==> config.mk <==
export PLATFORM = sky130hd
export DESIGN_NAME = qdec_front
export DESIGN_NICKNAME = d
export VERILOG_FILES = /design/src/rtl/qdec_pkg.sv /design/src/rtl/qdec_prescale.sv /design/src/rtl/qdec_chan_filter.sv /design/src/rtl/qdec_decode.sv /design/src/rtl/qdec_front.sv
export SDC_FILE = /design/constraint.sdc
export NUM_CORES = 1
export LEC_CHECK = 0
export ABC_AREA = 1
export BUFFER_PORTS_ARGS = -buffer_cell sky130_fd_sc_hd__buf_2
export CAP_MARGIN = 5
export CORE_ASPECT_RATIO = 1.75
export CORE_MARGIN = 2
export CORE_UTILIZATION = 51
export DETAILED_ROUTE_END_ITERATION = 12
export PLACE_DENSITY_LB_ADDON = 0.12
export SETUP_SLACK_MARGIN = 0.05
export SYNTH_ARGS = -nofsm -noshare
export SYNTH_HDL_FRONTEND = slang
export SYNTH_SLANG_ARGS = --single-unit
==> constraint.sdc <==
create_clock -name clk -period 1.55 [get_ports clk]
set_input_delay 0.2325 -clock clk [delete_from_list [all_inputs] [get_ports clk]]
set_output_delay 0.2325 -clock clk [all_outputs]
set_load 0.02 [all_outputs]
==> src/rtl/qdec_pkg.sv <==
package qdec_pkg;

    typedef enum logic [1:0] {
        MODE_DIRECT = 2'b00,
        MODE_X1     = 2'b01,
        MODE_X2     = 2'b10,
        MODE_X4     = 2'b11
    } dec_mode_e;

    localparam int NUM_CH = 3;
    localparam int CH_A   = 0;
    localparam int CH_B   = 1;
    localparam int CH_IDX = 2;

endpackage

==> src/rtl/qdec_prescale.sv <==
module qdec_prescale #(
    parameter int W = 8
) (
    input  logic         clk,
    input  logic         rst_n,
    input  logic         load,
    input  logic [W-1:0] value,
    output logic         tick,
    output logic         strobe,
    output logic [W-1:0] reload
);

    typedef struct packed {
        logic [W-1:0] rld;
        logic [W-1:0] cnt;
        logic         tick;
        logic         strobe;
    } psc_state_t;

    psc_state_t st_d, st_q;

    always_comb begin
        st_d        = st_q;
        st_d.tick   = 1'b0;
        st_d.strobe = st_q.tick;
        if (load) begin
            st_d.rld = value;
            st_d.cnt = value;
        end else if (st_q.cnt == '0) begin
            st_d.cnt  = st_q.rld;
            st_d.tick = 1'b1;
        end else begin
            st_d.cnt = st_q.cnt - 1'b1;
        end
    end

    always_ff @(posedge clk or negedge rst_n) begin
        if (!rst_n) st_q <= '0;
        else        st_q <= st_d;
    end

    assign tick   = st_q.tick;
    assign strobe = st_q.strobe;
    assign reload = st_q.rld;

endmodule

==> src/rtl/qdec_chan_filter.sv <==
module qdec_chan_filter #(
    parameter int SYNC_STAGES = 2
) (
    input  logic clk,
    input  logic rst_n,
    input  logic raw,
    input  logic tick,
    output logic syn,
    output logic flt
);

    localparam int SW = (SYNC_STAGES < 2) ? 2 : SYNC_STAGES;

    typedef struct packed {
        logic [SW-1:0] sync;
        logic          smp;
        logic          flt;
    } flt_state_t;

    flt_state_t fs_d, fs_q;
    logic       syn_lvl;

    assign syn_lvl = fs_q.sync[SW-1];

    always_comb begin
        fs_d      = fs_q;
        fs_d.sync = {fs_q.sync[SW-2:0], raw};
        if (tick) begin
            fs_d.smp = syn_lvl;
            if (syn_lvl == fs_q.smp) fs_d.flt = syn_lvl;
        end
    end

    always_ff @(posedge clk or negedge rst_n) begin
        if (!rst_n) fs_q <= '0;
        else        fs_q <= fs_d;
    end

    assign syn = syn_lvl;
    assign flt = fs_q.flt;

endmodule

==> src/rtl/qdec_decode.sv <==
module qdec_decode
    import qdec_pkg::*;
(
    input  logic      clk,
    input  logic      rst_n,
    input  dec_mode_e mode,
    input  logic      idx_en,
    input  logic      idx_pol,
    input  logic      err_clr,
    input  logic      stb,
    input  logic      flt_a,
    input  logic      flt_b,
    input  logic      flt_i,
    input  logic      syn_a,
    input  logic      syn_b,
    input  logic      syn_i,
    output logic      pulse,
    output logic      up,
    output logic      err,
    output logic      evt
);

    typedef struct packed {
        logic prv_a;
        logic prv_b;
        logic prv_i;
        logic syn_a_prv;
        logic syn_i_prv;
        logic pulse;
        logic up;
        logic err;
        logic evt;
    } dec_state_t;

    dec_state_t ds_d, ds_q;
    logic       ch_a, ch_b, quad_dir, sync_idx;

    always_comb begin
        ds_d           = ds_q;
        ds_d.pulse     = 1'b0;
        ds_d.evt       = 1'b0;
        ds_d.syn_a_prv = syn_a;
        ds_d.syn_i_prv = syn_i;
        ch_a           = flt_a ^ ds_q.prv_a;
        ch_b           = flt_b ^ ds_q.prv_b;
        quad_dir       = flt_a ^ ds_q.prv_b;
        sync_idx       = idx_en && (mode != MODE_DIRECT);

        if (err_clr) ds_d.err = 1'b0;

        if (mode == MODE_DIRECT) begin
            if (syn_a && !ds_q.syn_a_prv) begin
                ds_d.pulse = 1'b1;
                ds_d.up    = syn_b;
            end
        end else if (stb) begin
            if (ch_a && ch_b) begin
                ds_d.err = 1'b1;
            end else begin
                case (mode)
                    MODE_X4: if (ch_a || ch_b) begin
                        ds_d.pulse = 1'b1;
                        ds_d.up    = quad_dir;
                    end
                    MODE_X2: if (ch_a) begin
                        ds_d.pulse = 1'b1;
                        ds_d.up    = quad_dir;
                    end
                    MODE_X1: if (ch_a && !flt_b) begin
                        ds_d.pulse = 1'b1;
                        ds_d.up    = flt_a;
                    end
                    default: ;
                endcase
            end
        end

        if (stb) begin
            ds_d.prv_a = flt_a;
            ds_d.prv_b = flt_b;
            ds_d.prv_i = flt_i;
        end

        if (sync_idx) begin
            if (stb && (flt_i == idx_pol) && (ds_q.prv_i != idx_pol)) ds_d.evt = 1'b1;
        end else if (!syn_i && ds_q.syn_i_prv) begin
            ds_d.evt = 1'b1;
        end
    end

    always_ff @(posedge clk or negedge rst_n) begin
        if (!rst_n) ds_q <= '0;
        else        ds_q <= ds_d;
    end

    assign pulse = ds_q.pulse;
    assign up    = ds_q.up;
    assign err   = ds_q.err;
    assign evt   = ds_q.evt;

endmodule

==> src/rtl/qdec_front.sv <==
module qdec_front
    import qdec_pkg::*;
#(
    parameter int PSC_W       = 8,
    parameter int SYNC_STAGES = 2
) (
    input  logic             clk,
    input  logic             rst_n,
    input  logic             psc_load,
    input  logic [PSC_W-1:0] psc_value,
    input  logic [1:0]       dec_mode,
    input  logic             idx_enable,
    input  logic             idx_polarity,
    input  logic             err_clear,
    input  logic             a_in,
    input  logic             b_in,
    input  logic             idx_in,
    output logic             cnt_pulse,
    output logic             cnt_up,
    output logic             err_flag,
    output logic             idx_event
);

    logic              tick;
    logic              strobe;
    logic [PSC_W-1:0]  psc_reload;
    logic [NUM_CH-1:0] pin_raw;
    logic [NUM_CH-1:0] pin_syn;
    logic [NUM_CH-1:0] pin_flt;

    qdec_prescale #(.W(PSC_W)) u_psc (
        .clk    (clk),
        .rst_n  (rst_n),
        .load   (psc_load),
        .value  (psc_value),
        .tick   (tick),
        .strobe (strobe),
        .reload (psc_reload)
    );

    assign pin_raw[CH_A]   = a_in;
    assign pin_raw[CH_B]   = b_in;
    assign pin_raw[CH_IDX] = idx_in;

    for (genvar g = 0; g < NUM_CH; g++) begin : g_chan
        qdec_chan_filter #(.SYNC_STAGES(SYNC_STAGES)) u_flt (
            .clk   (clk),
            .rst_n (rst_n),
            .raw   (pin_raw[g]),
            .tick  (tick),
            .syn   (pin_syn[g]),
            .flt   (pin_flt[g])
        );
    end

    qdec_decode u_dec (
        .clk     (clk),
        .rst_n   (rst_n),
        .mode    (dec_mode_e'(dec_mode)),
        .idx_en  (idx_enable),
        .idx_pol (idx_polarity),
        .err_clr (err_clear),
        .stb     (strobe),
        .flt_a   (pin_flt[CH_A]),
        .flt_b   (pin_flt[CH_B]),
        .flt_i   (pin_flt[CH_IDX]),
        .syn_a   (pin_syn[CH_A]),
        .syn_b   (pin_syn[CH_B]),
        .syn_i   (pin_syn[CH_IDX]),
        .pulse   (cnt_pulse),
        .up      (cnt_up),
        .err     (err_flag),
        .evt     (idx_event)
    );

endmodule

==> results.md, run 1 <==
- Setup TNS: 0 ns
- DP Worst Slack: roughly 0.11 ns
- Mapped Nets: between 200 and 250
- Core ar.: 3400 um^2
- VDD IR max: 0.804 mV
- Cell Count, Final, Fillers Out: 290
- Largest fanout on the critical path: 7
- Cell area after technology mapping: between 1500 and 2000 um^2
- Run status: complete, no violations
- Setup CP Type: reg -> reg
- Effective utilization at floorplan: 54.0%
- Clk pwr share: 28.8%
- Chip Height: 83.3 um
- Crit path time final: around 1.4 ns
- DR vias: 1432
- Placed Area: a little over 2000 um^2
- Number of fill cells in the layout: around 320
- PwrDens: 1050 nW/um^2
- Post-route DRC: 0
- DR pass1 iterations: 4
- Hold path depth: 1
- Vias in the first global route: 1414
- Yosys cell types: 26
- Nets@finish: 269
- Routed wire per std cell: between 10 and 15 um
- Worst setup EP type: flop
- Post-synthesis cell count: between 200 and 250
- Placer Congestion: 0.825
- Hold path startpoint: b_in
- Design Power: 2.26 mW
- HP Class: in -> reg
- Met2 Track Usage GR: 37.1%
- Endpoints failing hold: 0
- Met3 GRT Util: roughly 3.8%
- Max Cap Viol: 0
- Startpoint types: flop
- Layout Utilization: 63.2%
- P_sw: 658 uW
- Final Slew Violations: 0
- Slew at the pin with the worst max-slew slack: 0.465 ns
- First-pass GRT wire length: between 5 and 6 mm
- Fmax: 701 MHz
- PortBufs: 22
- Syn Area/Cell: 8.69 um^2
- Crit path from: u_psc.st_q[2]
- Antenna-violating nets left: 0
- Gr busiest metal: met2
- Yosys reg bits: 39
- Comb power frac: approximately 17%
- Area contributors post-synth: dfrtp_1, nand2_1, ha_1, inv_1, nand3_1
- Min Hold Slack: 0.0443 ns
- RR Endpoint: u_psc.st_q[6]
- DR iter-0 viols: 18
- Worst Path Arrival: 1.61 ns
- Final setup viols: 0
- Reg power frac: a little over half
- Leakage power: between 1 and 1.5 nW
- Row Count: 28
- Area growth syn-to-layout: 17.1%
- Root Driver: clkbuf_8
- Internal Power: 1.61 mW
- Fraction of layout cells with a size suffix above 1: 20.4%
- Commonest non-fill, non-tap cell in the layout: nand2_1
- Register area share after synthesis: 53.2%
- CP max stage delay: 0.39 ns
- GR Overflow Total: 0
- Routed vias/inst: just under 5
- Synth top area share: 53.2%
- CTS tree: yes
- GR Util met1: 17.2%
- Slowest-stage cell, CP: dfrtp_1
- IO Count: 23
- GRT Total Usage: 18.9%
- TritonCTS Buffers: 5
- Worst R2R Start: u_psc.st_q[2]
- RSZ-0062 raised after global routing: no
- Total die area: 4110 um^2
- Ant diodes: 0
- Final instance area: 2150 um^2
- Yosys top cell by area: dfrtp_1
- Clock latency at the later pin of the worst-skew pair: 0.29 ns
- Fin Clk Skew: 0.00609 ns
- Reg2reg path depth: 8
- # clock sinks: 39
- H-tree depth: 2
- Ys Warns: 0
- Worst endpoint required time: 1.73 ns
- Largest net degree at the start of global routing: 21
- Final worst path period share: around 92%
- Crit-path cells: inv_2, ha_4, nor3b_4, nand3_4, nand2_4, inv_4, o22ai_2, inv_1
- Slew headroom: 69.0%
- Commonest non-fill, non-tap cells in the layout: nand2_1, dfrtp_1, buf_2, inv_1, nor2_1
- Die span in x: slightly below 50 um
- Hold Crit Endpoint: g_chan[1].u_flt.fs_d[3]
- Sw frac: just under 30%
- Post-Route WL: 3.59 mm
- Worst R2R Setup Slack: 0.12 ns
- Initial antenna violation count: 0
- Final HPWL DP: between 2 and 3 mm
- Setup WS post-layout: 0.123 ns
- Clk slew on worst S/H paths: roughly 0.070 ns
- Placed Instances: ~280
- Maximum buffer depth of the clock tree: 2
cells in the mapped netlist:
master    count
nand3_4       1
nor2_4        2
o22ai_1       2
o21bai_1      2
dfrtp_1      39
inv_2         4
o21ai_0      12
nand3_1      13
xor2_1        1
nand2_1      73
nand2_4       1
ha_1          6
a21boi_0      1
nand3b_1      1
o211ai_1      5
buf_4         1
xnor2_1       2
buf_2         1
nand2_2       1
inv_1        20
nand3_2       1
a21oi_1       2
nand4_1       2
o21ai_1       2
nor2_1       15
nor3b_4       1
metal layers:
layer / up-vias / share of wire (%)
met4: 0 / 4.1
li1: 733 / -
met2: 32 / 58
met1: 654 / 35
met3: 13 / 2.8
met5: - / 0
registers in the layout, summed over array words and instances, names as in the netlist:
register,count
u_psc.st_q,8
u_psc.tick,1
u_dec.err,1
u_dec.pulse,1
g_chan.u_flt.flt,3
u_psc.strobe,1
g_chan.u_flt.fs_q,3
u_dec.up,1
u_dec.ds_q,5
g_chan.u_flt.fs_d,3
g_chan.u_flt.syn,3
u_psc.reload,8
u_dec.evt,1
worst max-delay path: cells and delay by family (launching register included):
family                   cells  cell delay, ns
AO/OA/AOI/OAI                1            0.12
adder cells (fa/ha/maj)      1            0.13
buffers and inverters        3            0.18
flip-flops                   1            0.39
AND/OR/NAND/NOR              3            0.49
worst max-delay path by stage:
stage / endpoint / slack (ns)
detailed placement: u_psc.st_q[6] / 0.11
finish: u_psc.st_q[6] / 0.12
floorplan: u_psc.st_q[6] / 0.22
global placement: u_psc.st_q[6] / 0.14
CTS: u_psc.st_q[6] / 0.09
global route: u_psc.st_q[6] / 0.05
power by group through the flow:
stage / clock network [mW] / logic (mW) / registers [mW]
final: 0.653 / 0.393 / 1.22
after global routing: 0.707 / 0.454 / 1.23
after CTS: 0.677 / 0.368 / 1.22
after detailed placement: 0 / 0.363 / 1.24
after global placement: 0 / 0.354 / 1.23
after floorplan: 0 / 0.254 / 1.22
cell families after synthesis:
| logic type | synth area share, % |
|---|---|
| XOR/XNOR | 1.43 |
| flip-flops | 53.2 |
| buffers and inverters | 5.59 |
| AO/OA/AOI/OAI | 8.32 |
| adder cells (fa/ha/maj) | 4.09 |
| AND/OR/NAND/NOR | 27.4 |
cell type report:
cell class	count	area (um^2)	share of cell area [%]
Timing Repair Buffer	28	158	7.34
Clock buffer	6	72.6	3.38
Multi-Input combinational cell	146	779	36.3
Tap cell	45	56.3	2.62
Sequential cell	39	976	45.5
Clock inverter	2	12.5	0.583
Inverter	24	92.6	4.31
timing repair:
item                                   in CTS  in global routing
buffers inserted                            0                  2
resized for setup                           0                  8
endpoints found under the hold margin      18                  0
hold buffers                                1                  0
setup endpoints to repair                   0                  5
Note: power is estimated with default switching activity, not from simulation.
==> run 2: changes to the inputs <==
--- a/config.mk
+++ b/config.mk
@@ -12,8 +12,9 @@
 export CORE_MARGIN = 2
 export CORE_UTILIZATION = 51
 export DETAILED_ROUTE_END_ITERATION = 12
-export PLACE_DENSITY_LB_ADDON = 0.12
+export PLACE_DENSITY_LB_ADDON = 0.08
 export SETUP_SLACK_MARGIN = 0.05
 export SYNTH_ARGS = -nofsm -noshare
 export SYNTH_HDL_FRONTEND = slang
+export SYNTH_HIERARCHICAL = 1
 export SYNTH_SLANG_ARGS = --single-unit
==> run 2 against run 1 <==
Net effect:
- clock skew barely moved
- critical endpoint is now u_psc/st_q[8]
- total power rose by 12%
- largest power group unchanged
- combinational power rose by 14%
- synthesized area rose by 9.7%
- the run now ends with negative hold slack left
- die area rose by 9.0%
- first-iteration DRC count rose by 67%
- register-to-register slack improved by 0.097 ns
- synthesized cell count rose by 16%
==> results.md, run 2 <==
- Total die area: 4480 um^2
- Syn Area/Cell: 8.21 um^2
- Core ar.: 3830 um^2
- Post-route DRC: 0
- GR Overflow Total: 0
- Post-CTS Resized: 0
- Mapped Nets: 270
- Effective utilization at floorplan: 52.5%
- Setup TNS: 0 ns
- PwrDens: 1100 nW/um^2
- DR pass1 iterations: 4
- PortBufs: 22
- Clock latency at the later pin of the worst-skew pair: roughly 0.28 ns
- Setup Fix Bufs, Post-CTS: 0
- RSZ-0062 raised after global routing: no
- Post-Route WL: 3.48 mm
- CTS tree: yes
- Initial antenna violation count: 0
- Root Driver: clkbuf_8
- First-pass GRT wire length: 6.28 mm
- Routed wire per std cell: 10.8 um
- IO Count: 23
- Min Hold Slack: -0.0151 ns
- Final instance area: 2300 um^2
- Antenna-violating nets left: 0
- Number of fill cells in the layout: 414
- Vias in the first global route: 1590
- Placer Congestion: about 0.85
- Ant diodes: 0
- CP bufs+invs: 3
- Slew at the pin with the worst max-slew slack: about 0.49 ns
- Leakage power: 1.27 nW
- Endpoints failing hold: 10
- Failing checks: negative hold slack
- # clock sinks: 39
- Worst endpoint required time: ~1.7 ns
- HP Class: in -> async
- Commonest non-fill, non-tap cell in the layout: nand2_1
- Slowest-stage cell, CP: dfrtp_1
- Nets@finish: 299
- Startpoint types: flop
- Final HPWL DP: 2.70 mm
- Slew headroom: 67.4%
- Final worst path period share: a little under nine tenths
- Fraction of layout cells with a size suffix above 1: between 20% and 30%
- Commonest non-fill, non-tap cells in the layout: nand2_1, inv_1, dfrtp_1, buf_2, nand3_1
- H-tree depth: 2
- Routed vias/inst: 4.77
- Cell area after technology mapping: 2010 um^2
- Worst setup EP type: flop
- Placed Area: about 2200 um^2
- Fin Clk Skew: 0.00632 ns
- Run status: finished, violations left
- Area growth syn-to-layout: 14.2%
- VDD IR max: a little over 0.7 mV
- Ys Warns: 6
- Worst Path Arrival: 1.50 ns
- Crit path from: u_psc/st_q[2]
- Final setup viols: 0
- DR vias: 1540
- Largest fanout on the critical path: 4
- DR iter-0 viols: 30
- GRT Total Usage: 18.7%
- Chip Height: 87.1 um
- Fmax: approximately 750 MHz
- Final Slew Violations: 0
- Largest net degree at the start of global routing: 40
- Setup CP Type: reg -> reg
- Die span in x: 51.5 um
- Most used cell, CP: inv_1
- Worst R2R Start: u_psc/st_q[2]
- Maximum buffer depth of the clock tree: 2
- Crit-path cells: inv_1, ha_1, inv_1, nor2_1, inv_1, nor2_4, nor2_4, nand2_1, nand3_1
- Worst path top cell family by delay: simple AND/OR/NAND/NOR gates
- Row Count: 30
- Clk slew on worst S/H paths: 0.07 ns
- Post-synthesis cell count: 245
- Max Cap Viol: 0
- Crit path time final: 1.33 ns
- CP max stage delay: between 0.3 and 0.4 ns
- TritonCTS Buffers: 5
==> run 2: changes by cell type in the layout (fill, tap and decap cells not counted), moves of 3 or more <==
cell / before / now
inv_1: 18 / 42
nand3_1: 12 / 21
buf_4: 5 / 2
nand2_4: 1 / 4
nor2_2: 0 / 6
o211ai_1: 5 / 0
nor2_1: 15 / 9
nand2_1: 73 / 78
==> run 2: layout make-up <==
class	count	area (um^2)	area share [%]
Sequential cell	39	976	42.5
Multi-Input combinational cell	159	851	37.0
Inverter	45	169	7.35
Timing Repair Buffer	24	125	5.44
Clock buffer	6	82.6	3.59
Tap cell	48	60.1	2.61
Clock inverter	2	35.0	1.52
==> run 2: worst reg2reg max path, delay by kind of cell (launching register included) <==
family	cells	cell delay [ns]
simple gates	5	0.42
flops	1	0.37
buf+inv	3	0.26
fa+ha+maj	1	0.15
==> run 2: metrics by stage <==
| step | total power [mW] | setup slack [ns] | instances | utilization (%) |
|---|---|---|---|---|
| detailed placement | 1.70 | 0.114 | 315 | 57.0 |
| global route | 2.69 | 0.0703 | 323 | 60.0 |
| floorplan | 1.57 | 0.295 | 245 | - |
| finish | 2.53 | 0.220 | 323 | 60.0 |
| CTS | 2.58 | 0.181 | 323 | 60.0 |
| global placement | 1.69 | 0.125 | 315 | 57.0 |
==> run 2: path summary, 6_finish.rpt <==
check | end | slack, ns | depth (start not counted)
max | u_psc/st_q[8] | 0.22 | 9
min | u_dec/err | -0.02 | 2
max reg2reg | u_psc/st_q[8] | 0.22 | 9
min reg2reg | g_chan[2].u_flt/syn | 0.34 | 0
max in group asynchronous | u_psc/reload[7] | 1.21 | 2
min in group clk | g_chan[0].u_flt/fs_d[3] | 0.05 | 1
==> run 2: metal layers <==
metal,share of wire (%),track usage [%],wire [um]
met2,58,37.3,2030
met4,1.5,7.89,51
met1,37,17.5,1290
met3,2.9,3.61,100
met5,0,0,0
==> run 2: power breakdown <==
group	internal, mW	total [mW]	leakage (nW)	switching (mW)
sequential	1.13	1.23	0.489	0.0968
clock	0.521	0.855	0.0612	0.334
combinational	0.171	0.449	0.724	0.277
==> run 2: timing repair <==
item	4_1_cts	5_1_grt
endpoints found under the setup margin	0	2
hold buffers	0	0
endpoints found under the hold margin	0	0
